--- src/rtl/tod_pkg.sv ---
package tod_pkg;

  typedef logic [7:0] bcd2_t;

  // Packed two-digit BCD to binary (0..99).
  function automatic logic [6:0] bcd_to_bin(input bcd2_t b);
    return 7'(b[7:4]) * 7'd10 + 7'(b[3:0]);
  endfunction

  // Binary (0..99) to packed two-digit BCD.
  function automatic bcd2_t bin_to_bcd(input logic [6:0] v);
    return bcd2_t'(8'(v / 7'd10) << 4) | bcd2_t'(8'(v % 7'd10));
  endfunction

  function automatic logic nibbles_ok(input bcd2_t b);
    return (b[7:4] <= 4'd9) && (b[3:0] <= 4'd9);
  endfunction

  // Legal field with an inclusive binary upper bound.
  function automatic logic field_ok(input bcd2_t b, input logic [6:0] max_bin);
    return nibbles_ok(b) && (bcd_to_bin(b) <= max_bin);
  endfunction

  function automatic logic hr12_ok(input bcd2_t b);
    return nibbles_ok(b) && (bcd_to_bin(b) >= 7'd1) && (bcd_to_bin(b) <= 7'd12);
  endfunction

  // 12-hour hour plus afternoon flag to the internal 24-hour count.
  function automatic bcd2_t hr12_to_24(input bcd2_t b, input logic aft);
    logic [6:0] h;
    h = bcd_to_bin(b);
    if (h == 7'd12) h = 7'd0;
    if (aft) h = h + 7'd12;
    return bin_to_bcd(h);
  endfunction

  // Internal 24-hour count to the 12-hour display value.
  function automatic bcd2_t hr24_to_12(input bcd2_t b);
    logic [6:0] h;
    h = bcd_to_bin(b);
    if (h >= 7'd12) h = h - 7'd12;
    if (h == 7'd0) h = 7'd12;
    return bin_to_bcd(h);
  endfunction

  function automatic logic hr_is_pm(input bcd2_t b);
    return bcd_to_bin(b) >= 7'd12;
  endfunction

endpackage

--- src/rtl/tod_prescaler.sv ---
module tod_prescaler #(
  parameter int unsigned BITS = 15
) (
  input  logic clk,
  input  logic rst_n,
  input  logic en,
  input  logic clr,
  output logic tick
);

  localparam logic [BITS-1:0] TERMINAL = {BITS{1'b1}};

  logic [BITS-1:0] cnt_q;
  logic [BITS-1:0] cnt_d;

  assign tick = en && !clr && (cnt_q == TERMINAL);

  always_comb begin
    cnt_d = cnt_q;
    if (clr)     cnt_d = '0;
    else if (en) cnt_d = cnt_q + 1'b1;
  end

  always_ff @(posedge clk or negedge rst_n) begin
    if (!rst_n) cnt_q <= '0;
    else        cnt_q <= cnt_d;
  end

endmodule

--- src/rtl/tod_bcd_digit.sv ---
module tod_bcd_digit #(
  parameter logic [3:0] MAX = 4'd9
) (
  input  logic       clk,
  input  logic       rst_n,
  input  logic       adv,
  input  logic       ld,
  input  logic [3:0] ld_val,
  output logic [3:0] q,
  output logic       wrap
);

  logic [3:0] q_d;

  assign wrap = adv && !ld && (q == MAX);

  always_comb begin
    q_d = q;
    if (ld)                q_d = ld_val;
    else if (adv && q == MAX) q_d = 4'd0;
    else if (adv)          q_d = q + 4'd1;
  end

  always_ff @(posedge clk or negedge rst_n) begin
    if (!rst_n) q <= 4'd0;
    else        q <= q_d;
  end

endmodule

--- src/rtl/tod_hour_ctr.sv ---
module tod_hour_ctr
  import tod_pkg::*;
(
  input  logic  clk,
  input  logic  rst_n,
  input  logic  adv,
  input  logic  ld,
  input  bcd2_t ld_val,
  output bcd2_t q,
  output logic  wrap
);

  localparam bcd2_t LAST_HOUR = 8'h23;

  logic [3:0] tens_q, units_q;
  logic [3:0] tens_d, units_d;

  assign q    = {tens_q, units_q};
  assign wrap = adv && !ld && (q == LAST_HOUR);

  always_comb begin
    tens_d  = tens_q;
    units_d = units_q;
    if (ld) begin
      tens_d  = ld_val[7:4];
      units_d = ld_val[3:0];
    end else if (adv) begin
      if (q == LAST_HOUR) begin
        tens_d  = 4'd0;
        units_d = 4'd0;
      end else if (units_q == 4'd9) begin
        tens_d  = tens_q + 4'd1;
        units_d = 4'd0;
      end else begin
        units_d = units_q + 4'd1;
      end
    end
  end

  always_ff @(posedge clk or negedge rst_n) begin
    if (!rst_n) begin
      tens_q  <= 4'd0;
      units_q <= 4'd0;
    end else begin
      tens_q  <= tens_d;
      units_q <= units_d;
    end
  end

endmodule

--- src/rtl/tod_bcd_clock.sv ---
module tod_bcd_clock
  import tod_pkg::*;
#(
  parameter int unsigned PRESCALE_BITS = 15
) (
  input  logic       clk,
  input  logic       rst_n,
  input  logic       ref_en,
  input  logic       mode_12h,
  input  logic       load,
  input  logic [7:0] load_hr,
  input  logic [7:0] load_min,
  input  logic [7:0] load_sec,
  input  logic       load_pm,
  output logic [7:0] hr_bcd,
  output logic [7:0] min_bcd,
  output logic [7:0] sec_bcd,
  output logic       pm,
  output logic       tick_1hz,
  output logic       sec_wrap,
  output logic       min_wrap,
  output logic       day_wrap
);

  // Sub-hour digits: [0] sec units, [1] sec tens, [2] min units, [3] min tens.
  localparam int unsigned NDIG = 4;
  localparam logic [6:0] MAX_MS = 7'd59;
  localparam logic [6:0] MAX_H24 = 7'd23;

  logic               tick;
  logic [NDIG:0]      dig_adv;
  logic [NDIG-1:0]    dig_wrap;
  logic [NDIG*4-1:0]  dig_q;
  logic [NDIG*4-1:0]  dig_ld;
  bcd2_t              sec_ld, min_ld, hr_ld;
  bcd2_t              hr_int;
  logic               hr_wrap;
  logic               half_day_edge;

  // Load clamping: any illegal field becomes zero.
  always_comb begin
    sec_ld = field_ok(load_sec, MAX_MS) ? load_sec : 8'h00;
    min_ld = field_ok(load_min, MAX_MS) ? load_min : 8'h00;
    if (mode_12h) hr_ld = hr12_ok(load_hr) ? hr12_to_24(load_hr, load_pm) : 8'h00;
    else          hr_ld = field_ok(load_hr, MAX_H24) ? load_hr : 8'h00;
  end

  assign dig_ld = {min_ld, sec_ld};

  tod_prescaler #(.BITS(PRESCALE_BITS)) u_presc (
    .clk  (clk),
    .rst_n(rst_n),
    .en   (ref_en),
    .clr  (load),
    .tick (tick)
  );

  assign dig_adv[0] = tick;

  genvar gi;
  generate
    for (gi = 0; gi < NDIG; gi++) begin : g_dig
      localparam logic [3:0] DMAX = (gi % 2 == 0) ? 4'd9 : 4'd5;
      tod_bcd_digit #(.MAX(DMAX)) u_digit (
        .clk   (clk),
        .rst_n (rst_n),
        .adv   (dig_adv[gi]),
        .ld    (load),
        .ld_val(dig_ld[gi*4 +: 4]),
        .q     (dig_q[gi*4 +: 4]),
        .wrap  (dig_wrap[gi])
      );
      assign dig_adv[gi+1] = dig_wrap[gi];
    end
  endgenerate

  tod_hour_ctr u_hour (
    .clk   (clk),
    .rst_n (rst_n),
    .adv   (dig_adv[NDIG]),
    .ld    (load),
    .ld_val(hr_ld),
    .q     (hr_int),
    .wrap  (hr_wrap)
  );

  assign half_day_edge = dig_adv[NDIG] && ((hr_int == 8'h11) || (hr_int == 8'h23));

  assign sec_bcd  = dig_q[7:0];
  assign min_bcd  = dig_q[15:8];
  assign hr_bcd   = mode_12h ? hr24_to_12(hr_int) : hr_int;
  assign pm       = hr_is_pm(hr_int);
  assign tick_1hz = tick;
  assign sec_wrap = dig_wrap[1];
  assign min_wrap = dig_wrap[3];
  assign day_wrap = mode_12h ? half_day_edge : hr_wrap;

endmodule

--- config.mk ---
export PLATFORM = sky130hd
export DESIGN_NAME = tod_bcd_clock
export DESIGN_NICKNAME = d
export VERILOG_FILES = /design/src/rtl/tod_pkg.sv /design/src/rtl/tod_prescaler.sv /design/src/rtl/tod_bcd_digit.sv /design/src/rtl/tod_hour_ctr.sv /design/src/rtl/tod_bcd_clock.sv
export SDC_FILE = /design/constraint.sdc
export NUM_CORES = 1
export LEC_CHECK = 0
export BUFFER_PORTS_ARGS = -buffer_cell sky130_fd_sc_hd__buf_2
export CAP_MARGIN = 10
export CORE_ASPECT_RATIO = 1.2
export CORE_MARGIN = 2
export CORE_UTILIZATION = 55
export CTS_CLUSTER_DIAMETER = 50
export CTS_CLUSTER_SIZE = 12
export DETAILED_ROUTE_END_ITERATION = 7
export HOLD_SLACK_MARGIN = 0.15
export PLACE_DENSITY = 0.86
export SLEW_MARGIN = 10
export SYNTH_ARGS = -nofsm -noshare
export SYNTH_HDL_FRONTEND = slang
export SYNTH_HIERARCHICAL = 1
export SYNTH_SLANG_ARGS = --single-unit
--- constraint.sdc ---
create_clock -name clk -period 6.65 [get_ports clk]
set_input_delay 0.3325 -clock clk [delete_from_list [all_inputs] [get_ports clk]]
set_output_delay 0.3325 -clock clk [all_outputs]
set_load 0.005 [all_outputs]
==> summary.txt <==
Global routing
  – Leftover overflow at the end of global routing: 0
  – Number of antenna violations at the first check in global routing: 0
  – Pin count of the biggest net entering global routing: 70
  – Vias in the first global route: between 5,000 and 6,000
  – Overall Global Routing Usage: between 20% and 30%
  – Global-route wire length before repair: ~25,000 um

Floorplan
  – Number of standard-cell rows in the floorplan: 39
  – Area of the die: approximately 11,000 um2
  – Horizontal die dimension: about 95 um
  – Total I/O pin count: slightly below 60
  – Starting density of the core: approximately 57%
  – Die Span Y: between 100 and 150 um
  – Area inside the core boundary: ~9600 um2

Route
  – First-pass DRT Iterations: 5
  – Initial detailed-routing violation count: 324
  – DRC violations left: 0
  – Post-DR vias/cell: between 6 and 7
  – Post-detailed-routing wire length: between 15,000 and 20,000 um
  – Vias after detailed routing: approximately 5,700
  – Antenna viol nets, final: 0
  – Detailed-route wire length per cell: 17.6 um

Synthesis
  – Top flip-flop cell by instance count after synthesis: dfrtp_1
  – Synth Area per Inst: just over 8 um2
  – Yosys cell types: ~110
  – Sequential area share after synthesis: approximately 18%
  – Seq cells post-synth: 39
  – Number of synthesized flops with an enable pin: 0
  – Number of cells produced by synthesis: around 660
  – Net count after synthesis: roughly 750
  – Post-Syn Area: about 5500 um2
  – Asr flop ratio synth: 100%
  – Number of warnings issued by yosys: 6

Setup path
  – Path type of the worst setup path: flop to output port
  – FF-to-FF setup slack: 1.25 ns
  – Sort of element at the start of the critical path: flop
  – Required time of the worst setup path: 6.32 ns
  – Critical R2R Launch: u_presc/cnt_q[0]
  – Largest driver fanout on the critical path: 6
  – CP Data Arrival Time: just over 6 ns
  – Capturing point of the worst reg2reg path: u_hour/units_q[2]
  – Biggest cell delay along the critical path: 0.61 ns
  – Number of cells on the worst reg-to-reg path: 16
  – Worst Setup End Kind: output port
  – Worst path slowest cell: fa_2

CTS
  – Clock slew seen by the registers of the worst setup and hold paths: roughly 0.060 ns
  – Latest clock arrival within the worst-skew pair: around 0.28 ns
  – H-tree Lvls: 2
  – Number of buffers on the longest clock path: 2
  – Root Buffer: clkbuf_16
  – Number of buffers inserted during clock tree synthesis: 5
  – CTS sink count: 39
  – CTS tree: yes
  – Post-CTS Hold Fix Bufs: 0

STA
  – Layout Skew: around 0.0048 ns
  – Post-route clock period utilization: slightly below 100%
  – Endpoints failing hold: 0
  – Final Max Tran Viols: 0
  – Final worst slack: between 0.1 and 0.15 ns
  – Shortest clock period the worst path allows after layout: 6.54 ns
  – Finish-stage setup viols: 0
  – Relative slew slack: 22.4%
  – Max frequency: 0.153 GHz
  – Transition at the pin with the smallest max-transition slack: 1.15 ns

Layout
  – Final-stage net count: 825
  – Post-synthesis to final-layout area growth: 16.7%
  – Number of diodes: 0
  – Share of layout cells above drive strength 1: between 20% and 30%
  – Final core utilization: 66.6%
  – Final instance area: around 6400 um2

Place
  – I/O Buffers: 58
  – Worst slack at placement: 0.108 ns
  – Routability cong.: between 0.9 and 1
  – Hpwl dp: 11,100 um
  – Post-place instance area: roughly 6000 um2

Pwr
  – Cell-internal power: between 1 and 1.5 mW
  – Share of power burned in combinational logic: approximately three quarters
  – Switching fraction of total power: 47.7%
  – Power density cells: 348 nW/um2
  – Switching power total: approximately 1.1 mW
  – Leakage power: about 2.9 nW
  – Total power of the final layout: between 2 and 2.5 mW
  – Maximum ir drop on the vdd rail: 237 uV
  – Flop pwr share: a little under an eighth
  – Share of power burned in the clock network: 12.4%

Hold path
  – Type of the most critical hold path: input pin to async pin

Run
  – Number of maximum-capacitance constraint violations: 0

Run status
  – Result of the run: complete, no violations
==> Yosys cell counts, types with 11 or more instances <==
master | count | share of area [%]
inv_1 | 29 | 2.0
nand2_1 | 56 | 3.8
xnor2_1 | 14 | 2.2
a21o_1 | 12 | 1.6
nand3_1 | 14 | 1.3
nor2_1 | 46 | 3.1
a21oi_1 | 38 | 3.5
and3_1 | 12 | 1.4
dfrtp_1 | 39 | 18
o21ai_0 | 38 | 3.5
clkbuf_1 | 11 | 0.75
and2_1 | 22 | 2.5
nor3_1 | 11 | 1.0
nor2b_1 | 23 | 2.6
xor2_1 | 12 | 1.9
ha_1 | 49 | 11
==> placed cells by master (no fill, tap or decap), drive strengths merged, types with 7 or more instances in the layout <==
cell type,synthesis,layout
nor4,9,9
and3,12,12
a21oi,39,39
o21ai,50,50
mux2i,9,9
nand4,10,10
buf,8,91
nor2b,23,23
xor2,13,13
or4,7,7
nand2,56,56
inv,32,32
nand3,15,15
a211oi,8,8
nor2,46,46
ha,49,49
a31oi,10,10
dfrtp,39,39
nor3,12,12
fa,8,8
xnor2,15,15
and2,22,22
a21o,12,12
==> power by group through the flow <==
stage / combinational, mW / clock, mW / sequential (mW)
global placement: 1.41 / 0 / 0.270
finish: 1.68 / 0.277 / 0.268
CTS: 1.48 / 0.281 / 0.268
detailed placement: 1.46 / 0 / 0.272
floorplan: 1.06 / 0 / 0.274
global route: 1.82 / 0.290 / 0.270
==> layer usage <==
metal	vias up	global-route usage (%)	routed length, um
met4	0	11.8	488
met2	264	49.5	7870
met3	64	3.63	836
met5	-	0	0
li1	2660	-	-
met1	2711	33.0	5990
==> state kept, by name, summed over array words and instances, names as in the netlist <==
register,count
g_dig.u_digit/q,16
u_hour/tens_q,4
u_presc/cnt_q,15
u_hour/units_q,4
==> critical path, delay by kind of cell (launching register included) <==
| kind | cells | cell delay, ns |
|---|---|---|
| flip-flops | 1 | 0.38 |
| buffers and inverters | 6 | 0.80 |
| adder cells (fa/ha/maj) | 5 | 1.49 |
| AND/OR/NAND/NOR | 5 | 1.02 |
| XOR/XNOR | 2 | 0.50 |
| AO/OA/AOI/OAI | 9 | 1.71 |
==> cell families after synthesis <==
kind of cell	count (synthesis)	synth area share [%]
AOI/OAI and AO/OA	212	29.1
xor gates and xnor gates	29	5.17
adders and majority gates	59	14.4
buffers and inverters	54	4.19
DFF	39	17.8
muxes	12	2.26
and+or+nand+nor	256	27.0
==> final cells by class <==
class / instances / area, um2
multi-input cells: 568 / 4440
fillers: 726 / 3210
flip-flops and latches: 39 / 977
repair buffers: 91 / 542
well taps: 123 / 154
clock buffers: 6 / 139
inverters: 33 / 124
clock inverters: 2 / 35.0
==> how the worst max path moves through the flow <==
stage / from / slack, ns / cells past startpoint / endpoint
3_5_place_dp: u_hour/tens_q[0] / 0.11 / 27 / hr_bcd[2]
2_1_floorplan: u_hour/tens_q[1] / 0.34 / 25 / hr_bcd[7]
5_1_grt: u_hour/tens_q[3] / -0.003 / 27 / hr_bcd[2]
4_1_cts: u_hour/tens_q[1] / 0.006 / 26 / hr_bcd[2]
3_3_place_gp: u_hour/tens_q[0] / 0.26 / 27 / hr_bcd[2]
6_report: u_hour/tens_q[1] / 0.11 / 27 / hr_bcd[2]
==> metrics by stage <==
stage / TNS [ns] / hold WS, ns / cells
floorplan: 0 / 0.0369 / 661
global placement: 0 / 0.494 / 844
detailed placement: 0 / 0.503 / 844
CTS: 0 / 0.204 / 853
global route: -0.00309 / 0.252 / 862
finish: 0 / 0.183 / 862
==> what timing repair did <==
item                                    4_1_cts  5_1_grt
pin swaps                                     1       11
gates resized for setup                       5       30
endpoints found under the setup margin        4        7
setup buffers                                 1        9
(Power assumes the default switching activity.)
